$ cat src/rtl/rect_pkg.sv
package rect_pkg;

    typedef enum logic [1:0] {
        W_IDLE  = 2'd0,
        W_RD    = 2'd1,
        W_RWAIT = 2'd2,
        W_WR    = 2'd3
    } walk_state_e;

    localparam logic [7:0] ROP_XOR = 8'h66;

    localparam logic [2:0] RA_CMD   = 3'd0;
    localparam logic [2:0] RA_SIZE  = 3'd1;
    localparam logic [2:0] RA_PITCH = 3'd2;
    localparam logic [2:0] RA_COLOR = 3'd3;
    localparam logic [2:0] RA_SBASE = 3'd4;
    localparam logic [2:0] RA_DBASE = 3'd5;
    localparam logic [2:0] RA_SXY   = 3'd6;
    localparam logic [2:0] RA_GO    = 3'd7;

endpackage

$ cat src/rtl/rect_origin.sv
module rect_origin #(
    parameter int AW  = 24,
    parameter int CW  = 16,
    parameter int SW  = 14,
    parameter int LIM = 4095
) (
    input  logic [AW-1:0] base,
    input  logic [CW-1:0] x,
    input  logic [CW-1:0] y,
    input  logic [CW-1:0] w,
    input  logic [CW-1:0] h,
    input  logic [SW-1:0] stride,
    input  logic          rev_x,
    input  logic          rev_y,
    output logic [AW-1:0] start
);
    localparam logic [CW:0] LIMIT = (CW+1)'(LIM);

    logic          fold_x, fold_y;
    logic [AW-1:0] base_x, base_xy, col, row;

    always_comb begin
        fold_x  = ({1'b0, x} + {1'b0, w}) > LIMIT;
        fold_y  = ({1'b0, y} + {1'b0, h}) > LIMIT;
        base_x  = base + (fold_x ? AW'(x) : '0);
        base_xy = base_x + (fold_y ? AW'(y) * AW'(stride) : '0);
        col     = fold_x ? '0 : AW'(x);
        row     = fold_y ? '0 : AW'(y);
        if (rev_x) col = col + AW'(w) - AW'(1);
        if (rev_y) row = row + AW'(h) - AW'(1);
        start   = base_xy + row * AW'(stride) + col;
    end
endmodule

$ cat src/rtl/rect_walker.sv
module rect_walker
    import rect_pkg::*;
#(
    parameter int AW = 24,
    parameter int CW = 16,
    parameter int SW = 14,
    parameter int PW = 8
) (
    input  logic          clk,
    input  logic          rst_n,
    input  logic          start,
    input  logic          is_copy,
    input  logic          is_xor,
    input  logic [CW-1:0] w,
    input  logic [CW-1:0] h,
    input  logic [SW-1:0] stride,
    input  logic [PW-1:0] color,
    input  logic [AW-1:0] dst0,
    input  logic [AW-1:0] src0,
    input  logic          rev_x,
    input  logic          rev_y,
    output logic          busy,
    output logic          mem_req,
    output logic          mem_we,
    output logic [AW-1:0] mem_addr,
    output logic [PW-1:0] mem_wdata,
    input  logic          mem_gnt,
    input  logic          mem_rvalid,
    input  logic [PW-1:0] mem_rdata
);
    typedef struct packed {
        walk_state_e   st;
        logic [AW-1:0] drow;
        logic [AW-1:0] srow;
        logic [CW-1:0] cx;
        logic [CW-1:0] cy;
        logic          rx;
        logic          ry;
        logic [PW-1:0] pix;
    } walk_t;

    walk_t         q, d;
    logic [AW-1:0] dcol, scol, step;
    logic          need_rd;
    walk_state_e   pix_first;

    always_comb begin
        d         = q;
        need_rd   = is_copy | is_xor;
        pix_first = need_rd ? W_RD : W_WR;
        dcol      = q.rx ? q.drow - AW'(q.cx) : q.drow + AW'(q.cx);
        scol      = q.rx ? q.srow - AW'(q.cx) : q.srow + AW'(q.cx);
        step      = q.ry ? AW'(0) - AW'(stride) : AW'(stride);
        busy      = (q.st != W_IDLE);
        mem_req   = (q.st == W_RD) || (q.st == W_WR);
        mem_we    = (q.st == W_WR);
        mem_addr  = (q.st == W_RD && is_copy) ? scol : dcol;
        mem_wdata = is_copy ? q.pix : (is_xor ? (q.pix ^ color) : color);
        unique case (q.st)
            W_IDLE: if (start) begin
                d.st   = pix_first;
                d.drow = dst0;
                d.srow = src0;
                d.cx   = '0;
                d.cy   = '0;
                d.rx   = rev_x;
                d.ry   = rev_y;
            end
            W_RD: if (mem_gnt) d.st = W_RWAIT;
            W_RWAIT: if (mem_rvalid) begin
                d.pix = mem_rdata;
                d.st  = W_WR;
            end
            W_WR: if (mem_gnt) begin
                d.st = pix_first;
                if (q.cx == CW'(w - CW'(1))) begin
                    d.cx = '0;
                    if (q.cy == CW'(h - CW'(1))) begin
                        d.st = W_IDLE;
                    end else begin
                        d.cy   = q.cy + CW'(1);
                        d.drow = q.drow + step;
                        d.srow = q.srow + step;
                    end
                end else begin
                    d.cx = q.cx + CW'(1);
                end
            end
            default: d.st = W_IDLE;
        endcase
    end

    always_ff @(posedge clk or negedge rst_n) begin
        if (!rst_n) q <= '0;
        else        q <= d;
    end

    // an ungranted request stays put
    p_hold_req_r10: assert property (@(posedge clk) disable iff (!rst_n)
        (mem_req && !mem_gnt) |=> (mem_req && $stable(mem_addr) && $stable(mem_we)));

    // busy ends only after a granted write
    p_fall_after_write_r2: assert property (@(posedge clk) disable iff (!rst_n)
        $fell(busy) |-> $past(mem_req && mem_we && mem_gnt));
endmodule

$ cat src/rtl/rect_engine.sv
module rect_engine
    import rect_pkg::*;
#(
    parameter int AW  = 24,
    parameter int DW  = 32,
    parameter int CW  = 16,
    parameter int SW  = 14,
    parameter int PW  = 8,
    parameter int LIM = 4095
) (
    input  logic          clk,
    input  logic          rst_n,
    input  logic          reg_we,
    input  logic [2:0]    reg_addr,
    input  logic [DW-1:0] reg_wdata,
    output logic          reg_ready,
    output logic          mem_req,
    output logic          mem_we,
    output logic [AW-1:0] mem_addr,
    output logic [PW-1:0] mem_wdata,
    input  logic          mem_gnt,
    input  logic          mem_rvalid,
    input  logic [PW-1:0] mem_rdata,
    output logic          busy
);
    typedef struct packed {
        logic          copy;
        logic [7:0]    rop;
        logic [CW-1:0] w;
        logic [CW-1:0] h;
        logic [SW-1:0] stride;
        logic [PW-1:0] color;
        logic [AW-1:0] sbase;
        logic [AW-1:0] dbase;
        logic [CW-1:0] sx;
        logic [CW-1:0] sy;
    } cfg_t;

    cfg_t          q, d;
    logic          accept, go, size_ok, start, rev_x, rev_y, is_xor;
    logic [CW-1:0] dx, dy;
    logic [AW-1:0] dst0, src0;

    always_comb begin
        d         = q;
        reg_ready = !busy;
        accept    = reg_we && reg_ready;
        go        = accept && (reg_addr == RA_GO);
        dx        = reg_wdata[CW-1:0];
        dy        = reg_wdata[2*CW-1:CW];
        size_ok   = (q.w != '0) && (q.h != '0);
        start     = go && size_ok;
        rev_x     = q.copy && (q.sx <= dx);
        rev_y     = q.copy && (q.sy <= dy);
        is_xor    = !q.copy && (q.rop == ROP_XOR);
        if (accept) begin
            unique case (reg_addr)
                RA_CMD: begin
                    d.copy = reg_wdata[0];
                    d.rop  = reg_wdata[DW-1 -: 8];
                end
                RA_SIZE: begin
                    d.w = reg_wdata[CW-1:0];
                    d.h = reg_wdata[2*CW-1:CW];
                end
                RA_PITCH: d.stride = reg_wdata[SW-1:0];
                RA_COLOR: d.color  = reg_wdata[PW-1:0];
                RA_SBASE: d.sbase  = reg_wdata[AW-1:0];
                RA_DBASE: d.dbase  = reg_wdata[AW-1:0];
                RA_SXY: begin
                    d.sx = reg_wdata[CW-1:0];
                    d.sy = reg_wdata[2*CW-1:CW];
                end
                default: ;
            endcase
        end
    end

    always_ff @(posedge clk or negedge rst_n) begin
        if (!rst_n) q <= '0;
        else        q <= d;
    end

    rect_origin #(.AW(AW), .CW(CW), .SW(SW), .LIM(LIM)) u_dst_org (
        .base(q.dbase), .x(dx), .y(dy), .w(q.w), .h(q.h), .stride(q.stride),
        .rev_x(rev_x), .rev_y(rev_y), .start(dst0)
    );

    rect_origin #(.AW(AW), .CW(CW), .SW(SW), .LIM(LIM)) u_src_org (
        .base(q.sbase), .x(q.sx), .y(q.sy), .w(q.w), .h(q.h), .stride(q.stride),
        .rev_x(rev_x), .rev_y(rev_y), .start(src0)
    );

    rect_walker #(.AW(AW), .CW(CW), .SW(SW), .PW(PW)) u_walk (
        .clk(clk), .rst_n(rst_n), .start(start),
        .is_copy(q.copy), .is_xor(is_xor),
        .w(q.w), .h(q.h), .stride(q.stride), .color(q.color),
        .dst0(dst0), .src0(src0), .rev_x(rev_x), .rev_y(rev_y),
        .busy(busy), .mem_req(mem_req), .mem_we(mem_we),
        .mem_addr(mem_addr), .mem_wdata(mem_wdata),
        .mem_gnt(mem_gnt), .mem_rvalid(mem_rvalid), .mem_rdata(mem_rdata)
    );

    // a launch with a real rectangle starts the job
    p_launch_busy_r2: assert property (@(posedge clk) disable iff (!rst_n)
        (reg_we && reg_ready && reg_addr == RA_GO && q.w != '0 && q.h != '0) |=> busy);

    // an empty rectangle never starts
    p_zero_idle_r8: assert property (@(posedge clk) disable iff (!rst_n)
        (reg_we && reg_ready && reg_addr == RA_GO && (q.w == '0 || q.h == '0)) |=> !busy);

    // parameters frozen while a job runs
    p_regs_frozen_r3: assert property (@(posedge clk) disable iff (!rst_n)
        busy |=> $stable(q));
endmodule

$ cat config.mk
export PLATFORM = sky130hd
export DESIGN_NAME = rect_engine
export DESIGN_NICKNAME = d
export VERILOG_FILES = /design/src/rtl/rect_pkg.sv /design/src/rtl/rect_origin.sv /design/src/rtl/rect_walker.sv /design/src/rtl/rect_engine.sv
export SDC_FILE = /design/constraint.sdc
export NUM_CORES = 2
export LEC_CHECK = 0
export CAP_MARGIN = 20
export CORE_MARGIN = 2
export CORE_UTILIZATION = 35
export CTS_BUF_LIST = sky130_fd_sc_hd__clkbuf_16
export CTS_CLUSTER_SIZE = 30
export DETAILED_ROUTE_END_ITERATION = 10
export PLACE_DENSITY = 0.57
export SLEW_MARGIN = 20
export SYNTH_ARGS = -nofsm -noshare
export SYNTH_HDL_FRONTEND = slang
export SYNTH_SLANG_ARGS = --single-unit
$ cat constraint.sdc
create_clock -name clk -period 11.4 [get_ports clk]
set_input_delay 1.14 -clock clk [delete_from_list [all_inputs] [get_ports clk]]
set_output_delay 1.14 -clock clk [all_outputs]
set_load 0.005 [all_outputs]
==> summary.md <==
| Metric | Value |
|---|---|
| Drt first pass iters | 5 |
| Core area | 0.152 mm^2 |
| Clock root cell | clkbuf_16 |
| Crit path arrival time | 11.50 ns |
| Total CTS buffers | 36 |
| Worst setup margin | 0.377 ns |
| Mapped Nets | 7774 |
| DR vias | 44300 |
| Setup Skew | 0.0341 ns |
| Layout area overhead | 13.9% |
| Synth Area in Simple Gates | 16.7% |
| Worst-path maximum fanout | 13 |
| Share of the synthesized area in the top cell type | 30.8% |
| Main combinational cell family by area after synthesis | adder cells |
| Crit end category | register |
| Fillcell total | 15500 |
| Top_reg_cell synth | dfrtp_1 |
| Final Max Tran Viols | 0 |
| Top cells by area, synth | fa_1 (31%), ha_1 (13%), dfrtp_1 (11%), inv_1 (8.9%), nand2_1 (5.7%) |
| Rel. slew slack | 18.7% |
| Placed Instances | 8598 |
| R2R Setup Slk | 0.38 ns |
| Adder-cell share of the synthesized area | 43.7% |
| Starting Density | 35.3% |
| Crit path launch type | register |
| Clock Path Buffers | 3 |
| Ys async rst share | 100% |
| Final Non-Filler Cells | 8683 |
| Avg Cell Area, Syn | 8.49 um^2 |
| Max cap viols | 0 |
| Crit-path most repeated cell | fa_1 |
| Clock latency on the worst-skew pair | 0.59 ns |
| Reg2reg start | q[102] |
| Most frequent cells in the layout | inv_1 (1279), fa_1 (827), nand2_1 (814) |
| Hold_sp | q[136] |
| Crit path time final | 11.02 ns |
| Nets | 8057 |
| Worst slew pin tran | 1.21 ns |
| TritonCTS clock tree | yes |
| Drt drc | 0 |
| Vias per Instance | 5.10 |
| Compound-Gate Fraction of Synth Area | 10.1% |
| Max stage delay cell, worst path | fa_1 |
| H-tree level count | 2 |
| Crit path max-delay family | adder cells |
| IO Pins | 84 |
| Slowest cell delay on critical path | 0.53 ns |
| Gr usage total | 22.7% |
| Critical path type | register to register |
| Initial antenna violation count | 10 |
| Number of synthesized flops with an enable pin | 0 |
| Worst reg2reg path depth | 48 |
| Reg clk slew, reported paths | 0.06 ns |
| Leading cell type in the layout, fill and taps excluded | inv_1 |
| Pin count of the biggest net entering global routing | 93 |
| Synth cell types | 82 |
| Sequential cell area fraction in the yosys report | 10.9% |
| M1 WL | 76400 um |
| Routed length on met2 | 82500 um |
| # port buffers | 83 |
| Yosys top cell by area | fa_1 |
| Vias in the first global route | 45900 |
| Total gr overflow | 0 |
| Detailed Route Iter0 Violations | 2869 |
| Reg-to-reg endpoint | u_walk.q[65] |
| Fmax | 90.7 MHz |
| Final setup fails | 0 |
| Hold path cells | 2 |
| Required time of the critical path | 11.88 ns |
| DIE AREA | 0.157 mm^2 |
| Final Hold Violating Endpoints | 0 |
| Wire per inst | 20.4 um |
| Die X | 396 um |
| Synthesized area | 0.0538 mm^2 |
| Synth Instances | 6342 |
| Total Wirelength | 177000 um |
| Post-synthesis xor/xnor area fraction | 5.37% |
| TNS Setup | 0 ns |
| Die Ht | 396 um |
| Synth warn | 0 |
| Core Rows | 143 |
| First-pass GRT wire length | 275000 um |
| Hold Path End | q[136] |
| Layout cells sized above 1 | 11.2% |
| Tcrit/Tclk final | 96.7% |
| Outcome | finished, final reports clean |
| Post-DP HPWL | 143000 um |
| Clock sinks | 235 |
| Worst path bufs/invs | 11 |
| GPL Wtd Cong | 0.946 |
| Top routing layer used | met5 |
| Hold Slack | 0.483 ns |
| Synth Register Bits | 235 |
| DRT antenna net count | 0 |
| Met3 wire len | 11200 um |
| Hold Path Class | register to register |
| Worst slack at placement | -0.630 ns |
| Post-synthesis mux area share | 2.23% |
timing repair:
| action | CTS | global route |
|---|---|---|
| buffers inserted | 0 | 19 |
| setup endpoints to repair | 2 | 9 |
| hold endpoints to repair | 0 | 0 |
| resized for setup | 20 | 99 |
| hold buffers | 0 | 0 |
| pin swaps | 1 | 52 |
layer usage:
| metal | vias up | track usage [%] |
|---|---|---|
| met3 | 282 | 3.16 |
| met2 | 1256 | 37.8 |
| met1 | 22400 | 30.3 |
| met5 | - | 0 |
| met4 | 2 | 7.73 |
| li1 | 20400 | - |
registers in the layout, indices dropped and copies added (netlist names):
| register | cells |
|---|---|
| q | 143 |
| u_walk.q | 92 |
worst register-to-register path, delay by kind of cell (launching register included):
family / cells / cell delay [ns]
simple gates: 7 / 1.06
buf+inv: 11 / 1.19
compound gates: 15 / 3.18
xor+xnor: 4 / 0.80
fa+ha+maj: 11 / 4.32
flops: 1 / 0.37
cells in the mapped netlist (all sizes together), types with 15 or more instances:
cell type,count
or3,33
a21boi,21
a31oi,48
nor4,25
nand3,60
mux2,97
xnor2,238
nor3,80
o21ai,286
inv,1278
clkbuf,263
a211oi,22
nor2b,77
o21bai,20
nor2,236
a22oi,26
and2,368
o21a,34
or2,15
ha,555
nand2b,53
xor2,82
fa,829
buf,23
o211ai,16
a21o,82
a21oi,188
and3,25
dfrtp,235
nand2,816
worst max-delay path by stage:
stage                              from      endpoint  slack (ns)  depth (start not counted)
final                            q[102]  u_walk.q[65]        0.38                         48
after global placement    reg_wdata[20]  u_walk.q[89]       -0.54                         44
after detailed placement  reg_wdata[20]  u_walk.q[89]       -0.63                         44
after global routing             q[102]  u_walk.q[65]       -0.09                         48
after floorplan           reg_wdata[17]  u_walk.q[89]        0.02                         50
after CTS                          q[7]  u_walk.q[65]       0.002                         45
area by class of cell:
type | instances | area [um^2] | area share [%]
sequential | 235 | 5900 | 9.62
timing repair buffer | 531 | 4380 | 7.13
multi-input combinational | 4540 | 42500 | 69.3
tap | 2030 | 2540 | 4.14
inverter | 1281 | 4810 | 7.84
clock inverter | 28 | 295 | 0.481
clock buffer | 36 | 901 | 1.47
antenna | 2 | 5.00 | 0.00816
through the flow:
step / cell area [um^2] / util (%)
floorplan: 53900 / -
global placement: 59600 / 39.1
detailed placement: 59600 / 39.1
CTS: 60800 / 39.9
global route: 61300 / 40.2
finish: 61300 / 40.2
kinds of logic (layout without fill, tap and decap cells):
logic type / after synthesis / after routing
compound gates: 865 / 865
simple gates: 1859 / 1859
xor+xnor: 324 / 324
other cells: 0 / 2
mux: 108 / 108
fa+ha+maj: 1384 / 1384
flops: 235 / 235
buf+inv: 1567 / 1876
Power is left out: the tool's default activity adds up to more than one toggle a clock period on the data nets, which glitch-free logic cannot reach.
